## config.mk

```make
export PLATFORM = sky130hd
export DESIGN_NAME = ring_slot_addr_gen
export DESIGN_NICKNAME = d
export VERILOG_FILES = /design/src/rtl/rsag_pkg.sv /design/src/rtl/rsag_slot_mask.sv /design/src/rtl/rsag_occupancy.sv /design/src/rtl/rsag_addr_stage.sv /design/src/rtl/ring_slot_addr_gen.sv
export SDC_FILE = /design/constraint.sdc
export NUM_CORES = 1
export LEC_CHECK = 0
export BUFFER_PORTS_ARGS = -buffer_cell sky130_fd_sc_hd__buf_2
export CORE_AREA = 2 2 188 190
export DETAILED_ROUTE_END_ITERATION = 8
export DIE_AREA = 0 0 190 192
export PLACE_DENSITY = 0.61
export SETUP_SLACK_MARGIN = 0.3
export SYNTH_ARGS = -nofsm -noshare
export SYNTH_HDL_FRONTEND = slang
export SYNTH_SLANG_ARGS = --single-unit
```

## constraint.sdc

```tcl
create_clock -name clk -period 7.9 [get_ports clk]
set_clock_uncertainty 0.2 [all_clocks]
set_input_delay 1.185 -clock clk [delete_from_list [all_inputs] [get_ports clk]]
set_output_delay 1.185 -clock clk [all_outputs]
set_load 0.005 [all_outputs]
```

## src/rtl/rsag_pkg.sv

```systemverilog
package rsag_pkg;
   typedef enum logic {
      LAYOUT_FLAT   = 1'b0,
      LAYOUT_MIRROR = 1'b1
   } layout_e;
endpackage

```

## src/rtl/rsag_slot_mask.sv

```systemverilog
module rsag_slot_mask
   import rsag_pkg::*;
#(
   parameter int IDX_W      = 64,
   parameter int SIZE_W     = 32,
   parameter int SLOT_SHIFT = 6,
   parameter bit MIRROR_EN  = 1'b1
) (
   input  logic [SIZE_W-1:0] ring_bytes,
   input  logic              mirror_sel,
   output logic [IDX_W-1:0]  elems,
   output logic [IDX_W-1:0]  wrap_mask
);
   localparam int EW = SIZE_W - SLOT_SHIFT;

   logic [EW-1:0]         slot_cnt;
   logic [EW-1:0]         span;
   logic [SLOT_SHIFT-1:0] unused_low;

   assign slot_cnt   = ring_bytes[SIZE_W-1:SLOT_SHIFT];
   assign unused_low = ring_bytes[SLOT_SHIFT-1:0];
   assign elems      = {{(IDX_W-EW){1'b0}}, slot_cnt};

   generate
      if (MIRROR_EN) begin : g_mirror
         layout_e lay;
         assign lay  = layout_e'(mirror_sel);
         assign span = (lay == LAYOUT_MIRROR) ? (slot_cnt >> 1) : slot_cnt;
      end else begin : g_flat
         logic unused_sel;
         assign unused_sel = mirror_sel;
         assign span       = slot_cnt;
      end
   endgenerate

   always_comb begin
      if (span == '0) wrap_mask = '0;
      else            wrap_mask = {{(IDX_W-EW){1'b0}}, span - EW'(1)};
   end
endmodule

```

## src/rtl/rsag_occupancy.sv

```systemverilog
module rsag_occupancy #(
   parameter int IDX_W = 64
) (
   input  logic [IDX_W-1:0] wr_idx,
   input  logic [IDX_W-1:0] rd_idx,
   input  logic [IDX_W-1:0] elems,
   output logic [IDX_W-1:0] used,
   output logic [IDX_W-1:0] remaining,
   output logic             full,
   output logic             empty
);
   always_comb begin
      used      = wr_idx - rd_idx;
      remaining = elems - used;
      full      = (remaining == '0);
      empty     = (remaining == elems);
   end
endmodule

```

## src/rtl/rsag_addr_stage.sv

```systemverilog
module rsag_addr_stage #(
   parameter int ADDR_W     = 64,
   parameter int IDX_W      = 64,
   parameter int SLOT_SHIFT = 6
) (
   input  logic              clk,
   input  logic              rst_n,
   input  logic [ADDR_W-1:0] base_addr,
   input  logic [IDX_W-1:0]  xlat_idx,
   input  logic [IDX_W-1:0]  wrap_mask,
   output logic [ADDR_W-1:0] slot_addr
);
   logic [IDX_W-1:0]  slot_no;
   logic [ADDR_W-1:0] byte_off;

   assign slot_no  = xlat_idx & wrap_mask;
   assign byte_off = ADDR_W'(slot_no) << SLOT_SHIFT;

   always_ff @(posedge clk) begin
      if (!rst_n) slot_addr <= '0;
      else        slot_addr <= base_addr + byte_off;
   end
endmodule

```

## src/rtl/ring_slot_addr_gen.sv

```systemverilog
module ring_slot_addr_gen #(
   parameter int ADDR_W     = 64,
   parameter int IDX_W      = 64,
   parameter int SIZE_W     = 32,
   parameter int SLOT_BYTES = 64,
   parameter bit MIRROR_EN  = 1'b1
) (
   input  logic              clk,
   input  logic              rst_n,
   input  logic [ADDR_W-1:0] base_addr,
   input  logic [SIZE_W-1:0] ring_bytes,
   input  logic              mirror_sel,
   input  logic [IDX_W-1:0]  wr_idx,
   input  logic [IDX_W-1:0]  rd_idx,
   input  logic [IDX_W-1:0]  xlat_idx,
   output logic [ADDR_W-1:0] slot_addr,
   output logic [IDX_W-1:0]  used,
   output logic [IDX_W-1:0]  remaining,
   output logic              full,
   output logic              empty
);
   localparam int SLOT_SHIFT = $clog2(SLOT_BYTES);

   generate
      if ((1 << SLOT_SHIFT) != SLOT_BYTES) begin : g_bad_slot
         $error("SLOT_BYTES must be a power of two");
      end
      if (SIZE_W <= SLOT_SHIFT || IDX_W <= SIZE_W - SLOT_SHIFT) begin : g_bad_w
         $error("SIZE_W/IDX_W inconsistent with SLOT_BYTES");
      end
   endgenerate

   logic [IDX_W-1:0] elems;
   logic [IDX_W-1:0] wrap_mask;

   rsag_slot_mask #(
      .IDX_W(IDX_W), .SIZE_W(SIZE_W), .SLOT_SHIFT(SLOT_SHIFT), .MIRROR_EN(MIRROR_EN)
   ) u_mask (
      .ring_bytes(ring_bytes), .mirror_sel(mirror_sel),
      .elems(elems), .wrap_mask(wrap_mask)
   );

   rsag_occupancy #(.IDX_W(IDX_W)) u_occ (
      .wr_idx(wr_idx), .rd_idx(rd_idx), .elems(elems),
      .used(used), .remaining(remaining), .full(full), .empty(empty)
   );

   rsag_addr_stage #(
      .ADDR_W(ADDR_W), .IDX_W(IDX_W), .SLOT_SHIFT(SLOT_SHIFT)
   ) u_addr (
      .clk(clk), .rst_n(rst_n), .base_addr(base_addr), .xlat_idx(xlat_idx),
      .wrap_mask(wrap_mask), .slot_addr(slot_addr)
   );
endmodule

```

[Word-level counts from Yosys, hierarchy flattened]
Index checks and enable logic that the tools add are counted.
Operators by class
  add/subtract/negate cells: 4
  eq/ne operators: 1
  mux-type cells: 2
  bitwise operators: 1
  reductions and logical operators: 2
Operators with widths (number)
  adder 64 bit: 1
  == test 64 x 26 -> 1 bit: 1
  zero test 64 bit: 1
  subtractor 26 x 64 -> 64 bit: 1
  subtractor 64 bit: 1
  AND 58 x 26 -> 58 bit: 1
  two-way mux 26 bit: 2
  zero test 26 bit: 1
  subtractor 26 x 1 -> 26 bit, second input constant: 1
Word-level totals
  register bits: 64
  output and inout bits: 194
  word-level logic and storage cells: 11

[Depth between registers and ports, before layout]
Gate-level depths: netlist (run 1).
  depth in word-level cells: 5
  mapped depth: 29
  depth with buffers taken out: 27

[Modules after synthesis]
Synthesis (run 1) repeated with hierarchy kept, for this count alone.
Unflattened totals
  cell total of the unflattened synthesis: 2736
  area, all modules: 18834.3 sq um
By module, submodules not included
  rsag_occupancy: times used 1, cells each 1726, area each 11284.6 sq um
  rsag_addr_stage: times used 1, cells each 709, area each 5521.5 sq um
  rsag_slot_mask: times used 1, cells each 301, area each 2028.2 sq um

[Worst setup path before layout (run 1)]
OpenSTA, ideal clock, no wires.
  path kind: input to output
  start point: input wr_idx[0]
  end point: output empty
  arrival: 6668 ps
  setup slack: -153 ps
  cell stages on the path: 25
  cell sequence: inv_1 ha_1 fa_1 nand2b_1 a21oi_2 nor2_1 o21ai_0 a31oi_1 xor2_1 ha_1 and3_1 nand3_1 o21ai_1 a31oi_1 o21ai_0 a31oi_1 o41a_1 a211o_1 buf_6 nor3_4 nand4b_1 mux2i_1 mux2_2 a2111o_1 nor4_1
Between the ends
  word-level cells in the longest chain between the ends: 3
Ends and longest elaborated chain
  from (decl): line ring_slot_addr_gen.sv:13  | input logic [IDX_W-1:0] wr_idx,
  subtractor 64 bit: line rsag_occupancy.sv:13  | used = wr_idx - rd_idx;
  subtractor 26 x 64 -> 64 bit: line rsag_occupancy.sv:14  | remaining = elems - used;
  == test 64 x 26 -> 1 bit: line rsag_occupancy.sv:16  | empty = (remaining == elems);
  to (decl): line ring_slot_addr_gen.sv:20  | output logic empty
Every way passes these cells.

[Worst setup path in the final report (run 1)]
  start point: input rd_idx[0]
  end point: output full
Between the ends
  word-level cells in the longest chain between the ends: 3
Ends and longest elaborated chain
  from (decl): line ring_slot_addr_gen.sv:14  | input logic [IDX_W-1:0] rd_idx,
  subtractor 64 bit: line rsag_occupancy.sv:13
  subtractor 26 x 64 -> 64 bit: line rsag_occupancy.sv:14
  zero test 64 bit: line rsag_occupancy.sv:15  | full = (remaining == '0);
  to (decl): line ring_slot_addr_gen.sv:19  | output logic full,
Every way passes these cells.

==> summary.md, run 1 <==
| Metric | Value |
|---|---|
| Clock-pin slew on the worst setup and hold paths | `~0.050 ns` |
| Most common cell on crit path | `buf_4` |
| Initial antenna violation count | `14` |
| Gate count after technology mapping | `1770` |
| RSZ-0062 raised after global routing | `yes` |
| Least-Margin Pin Slew | `between 0.8 and 0.9 ns` |
| Slowest stage delay, CP | `0.46 ns` |
| Synthesis Warnings | `0` |
| Drt initial violations | `roughly 980` |
| Placed Area | `roughly 0.016 mm²` |
| Clock root cell | `clkbuf_16` |
| Final hold violations | `0` |
| Yosys cell types | `96` |
| Htree depth | `3` |
| CP required | `between 6 and 7 ns` |
| Area occupied by multi-input gates | `0.0106 mm²` |
| GRT overflow | `0` |
| Final worst slack | `-0.301 ns` |
| Gp weighted congestion | `approximately 0.97` |
| Vias | `15600` |
| FF+latch count, synth | `64` |
| Max cap viols | `0` |
| HPWL after DPL | `42.0 mm` |
| Die width | `approximately 190 µm` |
| Biggest regs | `u_addr.slot_addr (64)` |
| GR Layer Usage met2 | `0.443` |
| Layout cells sized above 1 | `0.338` |
| Max reg flops | `between 60 and 70` |
| Top FF cell, synth | `dfxtp_1` |
| Worst-case clock buffer depth | `2` |
| EDFF count, synth | `0` |
| Setup TNS | `-0.651 ns` |
| # clock sinks | `64` |
| Antenna-violating nets left | `0` |
| Post-synth net total | `2177` |
| CTS tree | `built` |
| DR vias/cell | `5.40` |
| Power Density | `159 mW/mm²` |
| Crit end category | `output pin` |
| Violated checks | `setup timing` |
| I/O Pins | `around 490` |
| Vias in the first global route | `14900` |
| Synth area leader | `ha_1` |
| Fin crit period | `roughly 8 ns` |
| Setup violators final | `3` |
| Fmax | `~120 MHz` |
| Peak VDD IR | `~0.17 mV` |
| Share of the synthesized area in the top cell type | `0.116` |
| Global-route wire length before repair | `approximately 76 mm` |
| CP delay by family, top | `simple AND/OR/NAND/NOR gates` |
| Final Cycle Share | `1.04` |
| Most Crowded Layer GR | `met2` |
| Synthesized area per cell | `slightly below 7 µm²` |
| I/O Buffers | `440` |
| Setup WS pre-CTS | `-0.511 ns` |
| M1 GR Usage | `0.321` |
| Buf/Inv on CP | `10` |
| GR Layer Usage met3 | `0.0170` |
| Worst-path fanout max | `3` |
| TritonRoute pass-1 iters | `5` |
| GRT Total Usage | `0.257` |
| CP max stage cell | `nor4_2` |
| Tot Pwr | `between 2000 and 3000 µW` |
| # rows | `68` |
| Die H | `192 µm` |
| Layout Nets | `2827` |
| CTS Buf Count | `9` |
| # fillers | `around 3400` |
| Top post-synthesis cells by area | `ha_1 (12%), dfxtp_1 (10%), xnor2_1 (7.9%), a21oi_1 (6.3%), xor2_1 (5.9%)` |
| Leak Pwr | `0.00849 µW` |
| Die Area | `0.0365 mm²` |
| Mapped cell area | `0.0122 mm²` |
| Pin count of the biggest net entering global routing | `40` |
| Core area | `about 0.034 mm²` |
| Max-slew violation count | `0` |
| Status | `finished with violations` |
| Routed WL | `49.8 mm` |
| Largest Register | `u_addr.slot_addr` |
| Final instance area | `between 0.015 and 0.02 mm²` |
| Worst setup SP type | `input port` |
| Part of the Yosys area used for sequential elements | `0.105` |
| Register Area | `0.00128 mm²` |
| Post-route DRC | `0` |
| Crit path DAT | `roughly 6.8 ns` |
| Wirelength per Cell | `17.2 µm` |
| Initial core utilization | `0.356` |
| Syn-to-layout area delta | `43.6%` |
| Async set-or-reset flop fraction in the synthesized netlist | `0` |
| Critical path class | `input port to output pin` |
| Relative slew margins | `0.408` |
| Hold Crit Class | `input port to flop` |
cell type report:
| cell class | instances | area share |
|---|---|---|
| clock inverter | 5 | 0.00335 |
| clock buffer | 10 | 0.0131 |
| multi-input combinational | 1500 | 0.603 |
| tap | 455 | 0.0325 |
| timing repair buffer | 699 | 0.242 |
| inverter | 146 | 0.0314 |
| antenna | 13 | 0.00186 |
| sequential | 64 | 0.0731 |
final timing paths:
kind	start	endpoint	slack, ns	cells after the start
min	base_addr[3]	u_addr.slot_addr[3]	0.86	2
max	rd_idx[0]	full	-0.30	30
where the power goes:
part | switching [µW] | internal, µW | total [µW] | leakage, µW
combinational | 1110 | 929 | 2040 | 0.00783
sequential | 7.48 | 352 | 360 | 0.000534
clock | 140 | 242 | 382 | 0.000135
total | 1260 | 1520 | 2780 | 0.00849
per-layer routing:
metal	vias up	share of wire
met5	-	0.00014
met4	2	0.055
met3	139	0.053
met2	615	0.46
met1	7178	0.43
li1	7692	-
through the flow:
stage                     cells  hold WS (ns)   util
after detailed placement   2817          1.19  0.478
final                      2892         0.858  0.511
after global placement     2817          1.19  0.478
after floorplan            1770          1.11      -
after CTS                  2870         0.856  0.501
after global routing       2891         0.861  0.511
cells in the final DEF, fill, tap and decap left out, drive strengths merged, types with 7 or more instances in the layout:
| cell type | n |
|---|---|
| buf | 699 |
| nor2 | 173 |
| a21oi | 159 |
| inv | 146 |
| nand2 | 135 |
| ha | 113 |
| xnor2 | 111 |
| o21ai | 96 |
| xor2 | 82 |
| dfxtp | 64 |
| nor3 | 59 |
| and3 | 57 |
| nand3 | 48 |
| a21o | 46 |
| nand4 | 32 |
| or3 | 27 |
| nor2b | 26 |
| and2 | 23 |
| nor4 | 23 |
| nand2b | 22 |
| a211oi | 22 |
| o21a | 19 |
| a31oi | 18 |
| o21bai | 15 |
| o31ai | 14 |
| a2111oi | 14 |
| diode | 13 |
| mux2i | 12 |
| or2 | 12 |
| a21boi | 12 |
| o211ai | 11 |
| clkbuf | 10 |
| or4 | 8 |
| nor4b | 8 |
| a211o | 7 |
| or4b | 7 |
kinds of logic (layout without fill, tap and decap cells):
kind of cell    count (synthesis)  in the layout  synth area share
simple gates                  685            685             0.292
compound gates                484            484             0.259
flops                          64             64             0.105
xor+xnor                      193            193             0.139
other cells                     0             13                 0
fa+ha+maj                     121            121             0.125
mux                            17             17            0.0144
buf+inv                       206            860            0.0659
cells in the mapped netlist, types with 7 or more instances:
library cell	instances
a2111oi_0	11
a211o_1	7
a211oi_1	21
a21boi_0	11
a21o_1	46
a21oi_1	153
a31oi_1	18
and2_1	22
and3_1	57
buf_2	10
clkbuf_1	41
dfxtp_1	64
ha_1	113
inv_1	144
mux2i_1	12
nand2_1	135
nand2b_1	22
nand3_1	47
nand4_1	32
nor2_1	171
nor2b_1	25
nor3_1	55
nor4_1	21
nor4b_1	7
o211ai_1	10
o21a_1	19
o21ai_0	86
o21ai_1	10
o21bai_1	15
o31ai_1	14
or2_2	10
or3_1	27
or4_1	7
xnor2_1	110
xor2_1	82
timing repair:
item | CTS | global route
buffers inserted | 38 | 9
hold buffers | 0 | 0
pin swaps | 42 | 38
setup endpoints to repair | 15 | 55
resized for setup | 43 | 49
Power figures use the tool's default switching activity.
==> run 2, diff against run 1 <==
==> constraint.sdc (replaced) <==
create_clock -name clk -period 7.9 [get_ports clk]
set_clock_uncertainty 0.2 [all_clocks]
set_input_delay 1.185 -clock clk [delete_from_list [all_inputs] [get_ports clk]]
set_output_delay 1.185 -clock clk [all_outputs]
set_load 0.1 [all_outputs]
==> summary.md, run 2 (same netlist as run 1, synthesis figures left out) <==
| Metric | Value |
|---|---|
| Status | `finished with violations` |
| Violated checks | `setup timing` |
| Leak Pwr | `0.00905 µW (+6.5%)` |
| Relative slew margins | `0.470 (+0.0618)` |
| Final Cycle Share | `1.04 (+0.00480)` |
| Antenna-violating nets left | `0 (unchanged)` |
| Crit path DAT | `6.85 ns (+0.03 ns)` |
| Setup WS pre-CTS | `-0.677 ns (-0.166 ns)` |
| Hold Crit Class | `input port to flop` |
| Core area | `0.0343 mm² (unchanged)` |
| HPWL after DPL | `42.4 mm (+1.0%)` |
| Setup TNS | `-0.611 ns (+0.0402 ns)` |
| Final hold violations | `0 (unchanged)` |
| Syn-to-layout area delta | `54.2%` |
| Non-filler cells, final | `2905 (+0.45%)` |
| Initial antenna violation count | `13 (-1)` |
| Worst setup SP type | `input port` |
| # rows | `68 (unchanged)` |
| Die width | `190 µm (unchanged)` |
| Pint | `1710 µW (+12%)` |
| Clock Power Share | `0.083 (-0.054)` |
| DR vias/cell | `5.35 (-0.93%)` |
| Worst hold endpoint | `u_addr.slot_addr[3]` |
| Largest Register | `u_addr.slot_addr` |
| Layout Nets | `2840 (+0.46%)` |
| Setup violators final | `2 (-1)` |
| Crit end category | `output pin` |
| I/O Pins | `485 (unchanged)` |
| Placed Area | `0.0177 mm² (+7.7%)` |
| Least-Margin Pin Slew | `0.775 ns (-0.100 ns)` |
| Sequential share of power | `0.077 (-0.052)` |
| Pin count of the biggest net entering global routing | `57 (+43%)` |
| TritonRoute pass-1 iters | `5 (unchanged)` |
| Wirelength per Cell | `17.2 µm (-0.15%)` |
| Initial core utilization | `0.356 (unchanged)` |
| Sw Pwr | `2950 µW (+130%)` |
| Die H | `192 µm (unchanged)` |
| Worst-case clock buffer depth | `2 (unchanged)` |
| Routed WL | `49.9 mm (+0.30%)` |
| Die Area | `0.0365 mm² (unchanged)` |
| Layout cells sized above 1 | `0.375 (+0.0370)` |
| Max reg flops | `64 (unchanged)` |
| Max cap viols | `0 (unchanged)` |
| Post-route DRC | `0 (unchanged)` |
| Critical path class | `input port to output pin` |
| Drt initial violations | `859 (-13%)` |
| Commonest non-fill, non-tap cell in the layout | `buf_2` |
| CTS Buf Count | `9 (unchanged)` |
| Fmax | `121 MHz (-0.46%)` |
| Hold WS | `0.866 ns (+0.00757 ns)` |
| Gp weighted congestion | `0.956 (-1.7%)` |
| # clock sinks | `64 (unchanged)` |
| Hold Crit Start | `base_addr[3]` |
| Combinational Power Share | `0.840 (+0.106)` |
| RSZ-0062 raised after global routing | `yes` |
| Clock-pin slew on the worst setup and hold paths | `0.05 ns (about the same)` |
| CP required | `6.51 ns (about the same)` |
| Worst Hold Path Cells | `2 (unchanged)` |
| Final instance area | `0.0188 mm² (+7.4%)` |
| Most frequent cells in the layout | `buf_2 (403), buf_4 (254), nor2_1 (165)` |
| Sw frac | `0.633 (+0.180)` |
| GRT Total Usage | `0.256 (-0.00140)` |
| Fin crit period | `8.24 ns (+0.0379 ns)` |
| Final worst slack | `-0.339 ns (-0.0379 ns)` |
| Global-route wire length before repair | `75.3 mm (-0.39%)` |
| Power Density | `247 mW/mm² (+56%)` |
| Clock root cell | `clkbuf_16` |
| Vias | `15600 (-0.48%)` |
| Peak VDD IR | `0.324 mV (+91%)` |
| Biggest regs | `u_addr.slot_addr (64)` |
| Max-slew violation count | `0 (unchanged)` |
| CTS tree | `built` |
| Post-CTS Hold Fix Bufs | `0 (unchanged)` |
| I/O Buffers | `440 (unchanged)` |
| Vias in the first global route | `14800 (-0.67%)` |
| Htree depth | `3 (unchanged)` |
| Cells after DPL | `2831 (+0.50%)` |
| Worst-path fanout max | `3 (unchanged)` |
| GRT overflow | `0 (unchanged)` |
## run 2: cell count changes in the layout (fill, tap and decap cells not counted), moves of 3 or more
| cell | change |
|---|---|
| buf_2 | -34 |
| xnor2_1 | -33 |
| buf_12 | +31 |
| xnor2_2 | +27 |
| xor2_1 | -19 |
| buf_4 | +15 |
| xor2_2 | +15 |
| xnor2_4 | +6 |
| nand2_1 | -5 |
| nor2_1 | -4 |
| xor2_4 | +4 |
| a21oi_1 | -3 |
| nand2_2 | +3 |
## run 2: critical path, cell delays in order
cell	delay, ns
buf_6	0.10
inv_4	0.05
ha_4	0.19
o211ai_1	0.27
o21ai_1	0.11
or2_1	0.26
o41a_1	0.44
xnor2_2	0.24
ha_1	0.29
and3_4	0.16
and3b_1	0.16
a21boi_2	0.16
a31oi_2	0.21
a31oi_2	0.13
maj3_2	0.33
or2_4	0.25
buf_4	0.13
nand4_1	0.11
a311oi_1	0.14
xnor2_1	0.18
a21oi_1	0.11
or4b_4	0.47
a2111oi_4	0.23
nand4_1	0.22
nor4_2	0.37
buf_4	0.19
buf_12	0.17
## run 2: how the worst max path moves through the flow
stage,startpoint,slack [ns],end,cells past startpoint
after floorplan,wr_idx[4],-2.79,empty,23
after global placement,rd_idx[1],-0.58,empty,29
after detailed placement,rd_idx[1],-0.68,empty,29
after CTS,rd_idx[4],-0.23,empty,28
after global routing,wr_idx[0],-0.53,empty,30
final,rd_idx[4],-0.34,empty,27
## run 2: final cells by class
type	instances	area, µm²
inverters	146	553
diodes	12	30.0
well taps	455	569
clock buffers	9	225
repair buffers	712	4850
flip-flops and latches	64	1280
fillers	3271	15400
clock inverters	7	71.3
multi-input cells	1500	11300
## run 2: stage by stage
stage	util	power [µW]
detailed placement	0.515	4130
CTS	0.536	4580
global route	0.549	4840
finish	0.549	4660
global placement	0.515	4100
floorplan	-	3110
## run 2: timing repair
action / 4_1_cts / 5_1_grt
pin swaps: 41 / 26
endpoints found under the setup margin: 11 / 39
gates resized for setup: 45 / 56
buffers inserted: 30 / 16
## run 2: power by group through the flow
stage / Clock (µW) / Sequential (µW) / Combinational [µW]
2_1_floorplan: 0 / 579 / 2530
3_3_place_gp: 0 / 366 / 3730
3_5_place_dp: 0 / 367 / 3760
4_1_cts: 393 / 360 / 3830
5_1_grt: 404 / 362 / 4070
6_report: 388 / 360 / 3910
## run 2: routing by layer
metal	vias to the layer above	routed length, µm	GRT usage
li1	7686	-	-
met4	2	2590	0.129
met5	-	13	0
met3	128	2720	0.0259
met1	7149	20900	0.313
met2	586	23600	0.447
